## config.mk

```make
export PLATFORM = sky130hd
export DESIGN_NAME = brd_ctl_regs
export DESIGN_NICKNAME = d
export VERILOG_FILES = /design/src/rtl/brd_ctl_pkg.sv /design/src/rtl/brd_req_sync.sv /design/src/rtl/brd_irq_mask.sv /design/src/rtl/brd_sys_ctrl.sv /design/src/rtl/brd_rd_mux.sv /design/src/rtl/brd_ctl_regs.sv
export SDC_FILE = /design/constraint.sdc
export NUM_CORES = 1
export LEC_CHECK = 0
export BUFFER_PORTS_ARGS = -buffer_cell sky130_fd_sc_hd__buf_4
export CORE_UTILIZATION = 44
export CTS_CLUSTER_DIAMETER = 30
export CTS_CLUSTER_SIZE = 30
export DETAILED_ROUTE_END_ITERATION = 10
export MAX_ROUTING_LAYER = met4
export PLACE_DENSITY = 0.84
export SKIP_CTS_REPAIR_TIMING = 1
export SLEW_MARGIN = 20
export SYNTH_ARGS = -nofsm -noshare
export SYNTH_HDL_FRONTEND = slang
export SYNTH_SLANG_ARGS = --single-unit
```

## constraint.sdc

```tcl
create_clock -name clk -period 1.43 [get_ports clk]
set_input_delay 0.0715 -clock clk [delete_from_list [all_inputs] [get_ports clk]]
set_output_delay 0.0715 -clock clk [all_outputs]
set_load 0.03 [all_outputs]
```

## src/rtl/brd_ctl_pkg.sv

```systemverilog
// Package: shared register offsets, bit positions and reset values of the
// board control register bank. Offsets are word indices on the bus.
package brd_ctl_pkg;

    localparam int OFS_REQ_STAT = 0;
    localparam int OFS_ROM_STAT = 1;
    localparam int OFS_REQ_EN   = 2;
    localparam int OFS_SYS_CTRL = 3;
    localparam int OFS_MEM_TID  = 4;
    localparam int OFS_LAST     = OFS_MEM_TID;

    localparam int MCLK_W     = 2;
    localparam int CTL_HV_BIT = 2;
    localparam int CTL_DDC_BIT = 3;
    localparam int CTL_RST_BIT = 4;
    localparam int CTL_W      = CTL_RST_BIT + 1;

    localparam int ROM_OPEN_BIT = 3;
    localparam int TID0_LSB     = 8;
    localparam int TID1_LSB     = 10;

    // Stored control fields; the order matches the control register bits.
    typedef struct packed {
        logic              drv_rst_n;
        logic              ddc_en;
        logic              hv_en;
        logic [MCLK_W-1:0] mclk;
    } sys_ctrl_t;

    localparam sys_ctrl_t SYS_CTRL_RST = '{drv_rst_n: 1'b1, ddc_en: 1'b0,
                                           hv_en: 1'b0, mclk: '0};

endpackage

```

## src/rtl/brd_req_sync.sv

```systemverilog
// Module: brd_req_sync
// Brings a vector of asynchronous level signals into the clk domain with an
// independent flip-flop chain per bit. Assumes STAGES >= 2 and that each bit
// is a slow level, so per-bit skew of one cycle is acceptable.
module brd_req_sync #(
    parameter int WIDTH  = 5,
    parameter int STAGES = 2
) (
    input  logic             clk,
    input  logic             rst_n,
    input  logic [WIDTH-1:0] d_async,
    output logic [WIDTH-1:0] q_sync
);

    generate
        for (genvar b = 0; b < WIDTH; b++) begin : g_bit
            logic [STAGES-1:0] chain;

            // Shift the raw input through the synchroniser chain.
            always_ff @(posedge clk) begin
                if (!rst_n) begin
                    chain <= '0;
                end else begin
                    chain <= {chain[STAGES-2:0], d_async[b]};
                end
            end

            assign q_sync[b] = chain[STAGES-1];
        end
    endgenerate

endmodule

```

## src/rtl/brd_irq_mask.sv

```systemverilog
// Module: brd_irq_mask
// Holds the request interrupt enable mask and combines it with the
// synchronised request levels into one interrupt. Assumes req_sync already
// comes from flip-flops in the clk domain.
module brd_irq_mask #(
    parameter int              NREQ   = 5,
    parameter logic [NREQ-1:0] EN_RST = NREQ'(1)
) (
    input  logic            clk,
    input  logic            rst_n,
    input  logic            wr_en,
    input  logic [NREQ-1:0] wdata,
    input  logic [NREQ-1:0] req_sync,
    output logic [NREQ-1:0] en_q,
    output logic            irq
);

    // Load the enable mask on a decoded write.
    always_ff @(posedge clk) begin
        if (!rst_n) begin
            en_q <= EN_RST;
        end else if (wr_en) begin
            en_q <= wdata;
        end
    end

    // Any enabled, active request raises the interrupt.
    always_comb begin
        irq = |(req_sync & en_q);
    end

endmodule

```

## src/rtl/brd_sys_ctrl.sv

```systemverilog
// Module: brd_sys_ctrl
// Stores the clock and system control fields and drives the board outputs
// straight from the stored bits. Assumes wdata carries register bits
// CTL_W-1:0 unmodified.
module brd_sys_ctrl
    import brd_ctl_pkg::*;
(
    input  logic             clk,
    input  logic             rst_n,
    input  logic             wr_ctrl,
    input  logic [CTL_W-1:0] wdata,
    output sys_ctrl_t        ctrl_q
);

    sys_ctrl_t ctrl_d;

    // Map the written bits onto the control fields.
    always_comb begin
        ctrl_d.mclk      = wdata[MCLK_W-1:0];
        ctrl_d.hv_en     = wdata[CTL_HV_BIT];
        ctrl_d.ddc_en    = wdata[CTL_DDC_BIT];
        ctrl_d.drv_rst_n = wdata[CTL_RST_BIT];
    end

    // Hold the control fields; reset releases the drive reset.
    always_ff @(posedge clk) begin
        if (!rst_n) begin
            ctrl_q <= SYS_CTRL_RST;
        end else if (wr_ctrl) begin
            ctrl_q <= ctrl_d;
        end
    end

endmodule

```

## src/rtl/brd_rd_mux.sv

```systemverilog
// Module: brd_rd_mux
// Selects the addressed register image and loads it into the read-data
// holding register when the read strobe is high. Assumes DATA_W is wide
// enough for the timing ID field (at least 12 bits).
module brd_rd_mux
    import brd_ctl_pkg::*;
#(
    parameter int DATA_W  = 32,
    parameter int ADDR_W  = 3,
    parameter int NREQ    = 5,
    parameter int STRAP_W = 3,
    parameter int TID_W   = 2
) (
    input  logic               clk,
    input  logic               rst_n,
    input  logic               rd,
    input  logic [ADDR_W-1:0]  addr,
    input  logic [NREQ-1:0]    req_sync,
    input  logic [NREQ-1:0]    en_q,
    input  sys_ctrl_t          ctrl_q,
    input  logic               rst_pin,
    input  logic [STRAP_W-1:0] rom_strap,
    input  logic               rom_wr_open,
    input  logic [TID_W-1:0]   tid0,
    input  logic [TID_W-1:0]   tid1,
    output logic [DATA_W-1:0]  rdata
);

    logic [DATA_W-1:0] img;
    sys_ctrl_t         ctrl_view;

    // Control image: stored fields, but the reset bit shows the pin level.
    always_comb begin
        ctrl_view           = ctrl_q;
        ctrl_view.drv_rst_n = rst_pin;
    end

    // Build the image of the addressed register; unmapped offsets give 0.
    always_comb begin
        img = '0;
        case (addr)
            ADDR_W'(OFS_REQ_STAT): img[NREQ-1:0] = req_sync;
            ADDR_W'(OFS_ROM_STAT): begin
                img[STRAP_W-1:0]  = rom_strap;
                img[ROM_OPEN_BIT] = rom_wr_open;
            end
            ADDR_W'(OFS_REQ_EN):   img[NREQ-1:0] = en_q;
            ADDR_W'(OFS_SYS_CTRL): img[CTL_W-1:0] = ctrl_view;
            ADDR_W'(OFS_MEM_TID): begin
                img[TID0_LSB +: TID_W] = tid0;
                img[TID1_LSB +: TID_W] = tid1;
            end
            default: img = '0;
        endcase
    end

    // Capture the image on a read strobe; hold it otherwise.
    always_ff @(posedge clk) begin
        if (!rst_n) begin
            rdata <= '0;
        end else if (rd) begin
            rdata <= img;
        end
    end

endmodule

```

## src/rtl/brd_ctl_regs.sv

```systemverilog
// Module: brd_ctl_regs (top)
// Board control register bank: DMA request status and interrupt masking,
// clock and system control outputs, and read-only strap and timing ID
// fields on a simple word-addressed register bus. Assumes one strobe per
// cycle at most and that the strobes come from the clk domain.
module brd_ctl_regs
    import brd_ctl_pkg::*;
#(
    parameter int DATA_W      = 32,
    parameter int ADDR_W      = 3,
    parameter int NREQ        = 5,
    parameter int SYNC_STAGES = 2,
    parameter int STRAP_W     = 3,
    parameter int TID_W       = 2
) (
    input  logic               clk,
    input  logic               rst_n,
    input  logic [ADDR_W-1:0]  bus_addr,
    input  logic               bus_wr,
    input  logic               bus_rd,
    input  logic [DATA_W-1:0]  bus_wdata,
    output logic [DATA_W-1:0]  bus_rdata,
    input  logic [NREQ-1:0]    dma_req_in,
    input  logic [STRAP_W-1:0] rom_strap,
    input  logic               rom_wr_open,
    input  logic [TID_W-1:0]   bank0_tid,
    input  logic [TID_W-1:0]   bank1_tid,
    input  logic               drv_rst_pin,
    output logic               irq,
    output logic [MCLK_W-1:0]  mclk_sel,
    output logic               flash_hv_en,
    output logic               ext_ddc_en,
    output logic               drv_rst_n
);

    localparam int WIDE_W = (NREQ > CTL_W) ? NREQ : CTL_W;

    logic [NREQ-1:0] req_sync;
    logic [NREQ-1:0] en_q;
    logic            wr_en;
    logic            wr_ctrl;
    sys_ctrl_t       ctrl_q;
    logic            unused_wdata_hi;

    // Decode register writes from the word offset.
    always_comb begin
        wr_en   = bus_wr && (bus_addr == ADDR_W'(OFS_REQ_EN));
        wr_ctrl = bus_wr && (bus_addr == ADDR_W'(OFS_SYS_CTRL));
    end

    assign unused_wdata_hi = ^bus_wdata[DATA_W-1:WIDE_W];

    brd_req_sync #(
        .WIDTH  (NREQ),
        .STAGES (SYNC_STAGES)
    ) i_req_sync (
        .clk     (clk),
        .rst_n   (rst_n),
        .d_async (dma_req_in),
        .q_sync  (req_sync)
    );

    brd_irq_mask #(
        .NREQ   (NREQ),
        .EN_RST (NREQ'(1))
    ) i_irq_mask (
        .clk      (clk),
        .rst_n    (rst_n),
        .wr_en    (wr_en),
        .wdata    (bus_wdata[NREQ-1:0]),
        .req_sync (req_sync),
        .en_q     (en_q),
        .irq      (irq)
    );

    brd_sys_ctrl i_sys_ctrl (
        .clk     (clk),
        .rst_n   (rst_n),
        .wr_ctrl (wr_ctrl),
        .wdata   (bus_wdata[CTL_W-1:0]),
        .ctrl_q  (ctrl_q)
    );

    brd_rd_mux #(
        .DATA_W  (DATA_W),
        .ADDR_W  (ADDR_W),
        .NREQ    (NREQ),
        .STRAP_W (STRAP_W),
        .TID_W   (TID_W)
    ) i_rd_mux (
        .clk         (clk),
        .rst_n       (rst_n),
        .rd          (bus_rd),
        .addr        (bus_addr),
        .req_sync    (req_sync),
        .en_q        (en_q),
        .ctrl_q      (ctrl_q),
        .rst_pin     (drv_rst_pin),
        .rom_strap   (rom_strap),
        .rom_wr_open (rom_wr_open),
        .tid0        (bank0_tid),
        .tid1        (bank1_tid),
        .rdata       (bus_rdata)
    );

    // Drive the board control outputs from the stored fields.
    always_comb begin
        mclk_sel    = ctrl_q.mclk;
        flash_hv_en = ctrl_q.hv_en;
        ext_ddc_en  = ctrl_q.ddc_en;
        drv_rst_n   = ctrl_q.drv_rst_n;
    end

endmodule

```

==> Yosys cells after proc, flatten, opt, wreduce, memory -nomap -nowiden <==
Index checks and enable logic that the tools add are counted.
{ "word_totals": {"regBits": 29} }
{ "op_classes": {"eq_ne": 4, "reduce_logical": 4, "n_mux": 3, "bitwise": 1} }
{ "ops": {"columns": ["cell", "count"], "rows": [
  ["$pmux W4 S4", 1],
  ["$eq A3 B2 Y1 const B", 2],
  ["$and A5 B5 Y5", 1],
  ["$reduce_or A5 Y1", 1],
  ["$mux W4", 1],
  ["$eq A3 B1 Y1 const B", 1],
  ["$eq A3 B3 Y1 const B", 1],
  ["$logic_not A3 Y1", 1],
  ["$pmux W1 S3", 1],
  ["$logic_and A1 B1 Y1", 2]
]} }

==> Logic depth before layout (Yosys ltp) <==
{ "logic_depth": {"ltp_word": 2, "ltp_mapped": 5, "ltp_nobuf": 3} }

==> Cells and area by module <==
A second synthesis with hierarchy kept.
{ "unflattened": {"cells_unflattened": 142, "hier_area_um2": 1423.9} }
{ "modules_own_cells": {"columns": ["module", "area_per_inst_um2", "cells_per_inst", "n_inst", "seq_area_each_um2"], "rows": [
  ["brd_rd_mux", 698.2, 80, 1, 180.2],
  ["brd_req_sync", 300.3, 25, 1, 200.2],
  ["brd_irq_mask", 211.5, 19, 1, 100.1],
  ["brd_sys_ctrl", 190.2, 16, 1, 100.1],
  ["brd_ctl_regs", 23.8, 2, 1, 0.0]
]} }

==> Worst setup path before layout <==
OpenSTA, ideal clock, no wires.
{ "synth_path": {"path_type": "reg2reg", "startpoint": "reg, netlist name i_sys_ctrl.ctrl_q[0]", "endpoint": "reg i_rd_mux.rdata[0]", "required_ps": 1372, "stages_incl_launch_ff": 4, "slack_ps": 500, "path_buffers": 0, "setup_time_ps": 58, "period_less_slack_ps": 930, "arrival_ps": 872, "path_cell_list": "dfxtp_1 > mux2i_1 > o22ai_1 > o21a_1"} }
{ "synth_between": {"elab_chain_len": 1} }
{ "synth_rtl": {"columns": ["item", "line_no", "rtl"], "rows": [
  ["$pmux W4 S4", "brd_rd_mux.sv:41", "case (addr)"],
  ["end signal, assigned", "brd_rd_mux.sv:62", "rdata <= img;"],
  ["end, declared", "brd_rd_mux.sv:26", "output logic [DATA_W-1:0] rdata"]
]} }
Every way passes these cells.
A chain may end at the register's enable or synchronous reset.

==> Worst setup path after layout <==
{ "layout_path": {"startpoint": "reg i_req_sync.g_bit[0].chain[1]", "endpoint": "out irq"} }
{ "layout_between": {"elab_chain_len": 2} }
{ "layout_rtl": {"columns": ["item", "line_no", "rtl"], "rows": [
  ["start, declared", "brd_req_sync.sv:17", "logic [STAGES-1:0] chain;"],
  ["start signal, assigned", "brd_req_sync.sv:24", "chain <= {chain[STAGES-2:0], d_async[b]};"],
  ["$and A5 B5 Y5", "brd_irq_mask.sv:29", "irq = |(req_sync & en_q);"],
  ["$reduce_or A5 Y1", "brd_irq_mask.sv:29", null],
  ["end, declared", "brd_ctl_regs.sv:29", "output logic irq,"]
]} }
Every way passes these cells.

==> run metrics <==
status=finished, violations left; failing checks=design-rule violations, negative hold slack; DRT antenna net count=0; Post-Route WL=2570 microns; Post-Syn Area=1360 sq um; CP top delay family=flip-flops; grt total ovfl=0; number of global-route vias before repair=917; clk sinks=29; Die W=57.7 microns; CTS clk-pin slew, worst paths=90 ps; FF+latch count, synth=29; area growth from synthesis to layout=28.7%; slowest CP cell=dfxtp_1; ant diodes=0; layout net count=239; DIE AREA=3320 sq um; CP cell instances=a222oi_1 > nand2_1 > buf_4; Worst Setup Start Kind=register; Slew Viols, Final=0; post-route minimum period=1330 ps; synthesized area per cell=9.95 sq um; core area=2850 sq um; hold_sp=bank1_tid[0]; Final Hold Fails=1; IO Pins=91; initial antenna violation count=0; total CTS buffers=5; hold_ws=-2.04 ps; MaxCap Viol Count=0; Worst-Skew Late Latency=320 ps; R2R Path Start=i_sys_ctrl.ctrl_q[2]; GR Util All Layers=0.173; Clock Tree Buf Depth=2; fraction of the cycle the final worst path needs=0.929; most frequent cells in the layout=41 x buf_4, 29 x dfxtp_1, 23 x conb_1; Synth cell types=24; Residual DRC=5; Avg WL per Cell=11.8 microns; RSZ-0062 raised after global routing=false; Seq/Total Area, Yosys=0.426; Placer Congestion=0.815; Final Util=0.615; Final setup viols=0; via/cell ratio=4.71; Critical Path AT=1260 ps; CP Class=register to output port; Reg power frac=0.465; Design Area, Final=1750 sq um; slowest stage delay, CP=320 ps; vias=1027; post-placement cell area=1580 sq um; drt initial violations=32; HP Class=input port to register; VDD IR max=0.694 mV; most common cell after layout, fill and taps aside=buf_4; Inst Count DP=201; net switching power figure=447 uW; H-Tree Depth=2; initial core utilization=0.478; first-pass GRT wire length=4060 microns; critical path buffer and inverter count=1; Mapped Cells=137; share of cells above drive strength 1=0.267; static leakage=0.814 nW; Post-DP HPWL=1820 microns; die height=57.7 microns; Reg2Reg Depth=3; reg-to-reg slack, setup=570 ps; num rows=19; Port Buf Inserts=40; setup TNS=0 ps; clock share of power=0.380; Endpoint, Worst Hold=i_rd_mux.rdata[10]; Critical R2R Capture=i_rd_mux.rdata[2]; Worst setup EP type=output port; Logic pwr share=0.155; CTS tree=yes; hold depth=3; worst-path fanout max=2; fmax=753 MHz; DR pass1 iterations=11; largest net degree at the start of global routing=30; CTS root buf=clkbuf_4; Pint=1.36 mW; final std cells w/o fill=218; PwrDens=1030 nW/um^2; worst path required time=1360 ps; switching share of power=0.247; Worst Skew=8.28 ps; Yosys Warn Count=0
[cell type report]
cell class / instances / area, sq um
clock inverters: 1 / 30.0
well taps: 31 / 38.8
multi-input cells: 99 / 648
flip-flops and latches: 29 / 581
fillers: 252 / 1100
repair buffers: 50 / 398
inverters: 1 / 3.75
clock buffers: 7 / 55.1
[flip-flops by register name, summed over array words and instances (netlist names)]
signal                  flops
i_req_sync.g_bit.chain     10
i_rd_mux.rdata              9
i_irq_mask.en_q             5
i_sys_ctrl.ctrl_q           5
[worst max-delay path by stage]
stage	start	end	slack (ps)	depth (start not counted)
global placement	bus_addr[0]	i_irq_mask.en_q[0]	320	5
floorplan	i_sys_ctrl.ctrl_q[0]	i_rd_mux.rdata[0]	500	3
CTS	i_req_sync.g_bit[0].chain[1]	irq	70	3
detailed placement	bus_addr[0]	i_irq_mask.en_q[1]	270	5
global route	i_irq_mask.en_q[0]	irq	2	3
finish	i_req_sync.g_bit[0].chain[1]	irq	100	3
[power groups by stage]
stage | registers, mW | logic [mW] | clock network [mW]
after global placement | 0.861 | 0.256 | 0
final | 0.843 | 0.281 | 0.687
after CTS | 0.843 | 0.261 | 0.709
after floorplan | 0.875 | 0.213 | 0
after detailed placement | 0.862 | 0.261 | 0
after global routing | 0.846 | 0.301 | 0.760
[Yosys cell counts]
master | number | area, sq um
buf_4 | 24 | 180
a222oi_1 | 1 | 10.0
nor2b_1 | 20 | 125
a22oi_1 | 1 | 7.51
and2_1 | 10 | 62.6
buf_2 | 2 | 10.0
or3b_4 | 1 | 11.3
nor4bb_1 | 1 | 10.0
nand3_1 | 1 | 5.00
nand2b_1 | 1 | 6.26
conb_1 | 1 | 3.75
dfxtp_1 | 29 | 581
mux2i_1 | 19 | 190
and4bb_2 | 1 | 12.5
buf_6 | 1 | 11.3
nand2_1 | 3 | 11.3
a21oi_1 | 4 | 20.0
o22ai_1 | 5 | 31.3
clkbuf_1 | 3 | 11.3
nand3b_1 | 1 | 7.51
nand4b_1 | 1 | 8.76
inv_1 | 1 | 3.75
nor3_1 | 1 | 5.00
o21a_1 | 5 | 37.5
[per-layer routing]
layer	up-vias	GRT usage	wire [microns]	share of wire
met5	-	-	0	0
met4	0	0.0918	48	0.019
met3	5	0.0647	197	0.077
met2	52	0.274	1260	0.49
met1	459	0.190	1060	0.41
li1	511	-	-	-
[worst register-to-register path, cell delays in order, from the launching register on]
cell and delay [ps]:
dfxtp_1 330, mux2i_1 150, o22ai_1 110, o21a_1 170
[metrics by stage]
| step | worst slack (ps) | power [mW] |
|---|---|---|
| after floorplan | 500 | 1.09 |
| after global placement | 320 | 1.12 |
| after detailed placement | 265 | 1.12 |
| after CTS | 72.9 | 1.81 |
| after global routing | 1.52 | 1.91 |
| final | 102 | 1.81 |
[cell families (layout without fill, tap and decap cells)]
kind of cell,count (synthesis),count (layout),share of synthesized area
AOI/OAI and AO/OA,16,16,0.0781
buffers and inverters,31,59,0.159
DFF,29,29,0.426
muxes,19,19,0.140
other,1,23,0.00275
and+or+nand+nor,41,41,0.195
Power figures use the tool's default switching activity.
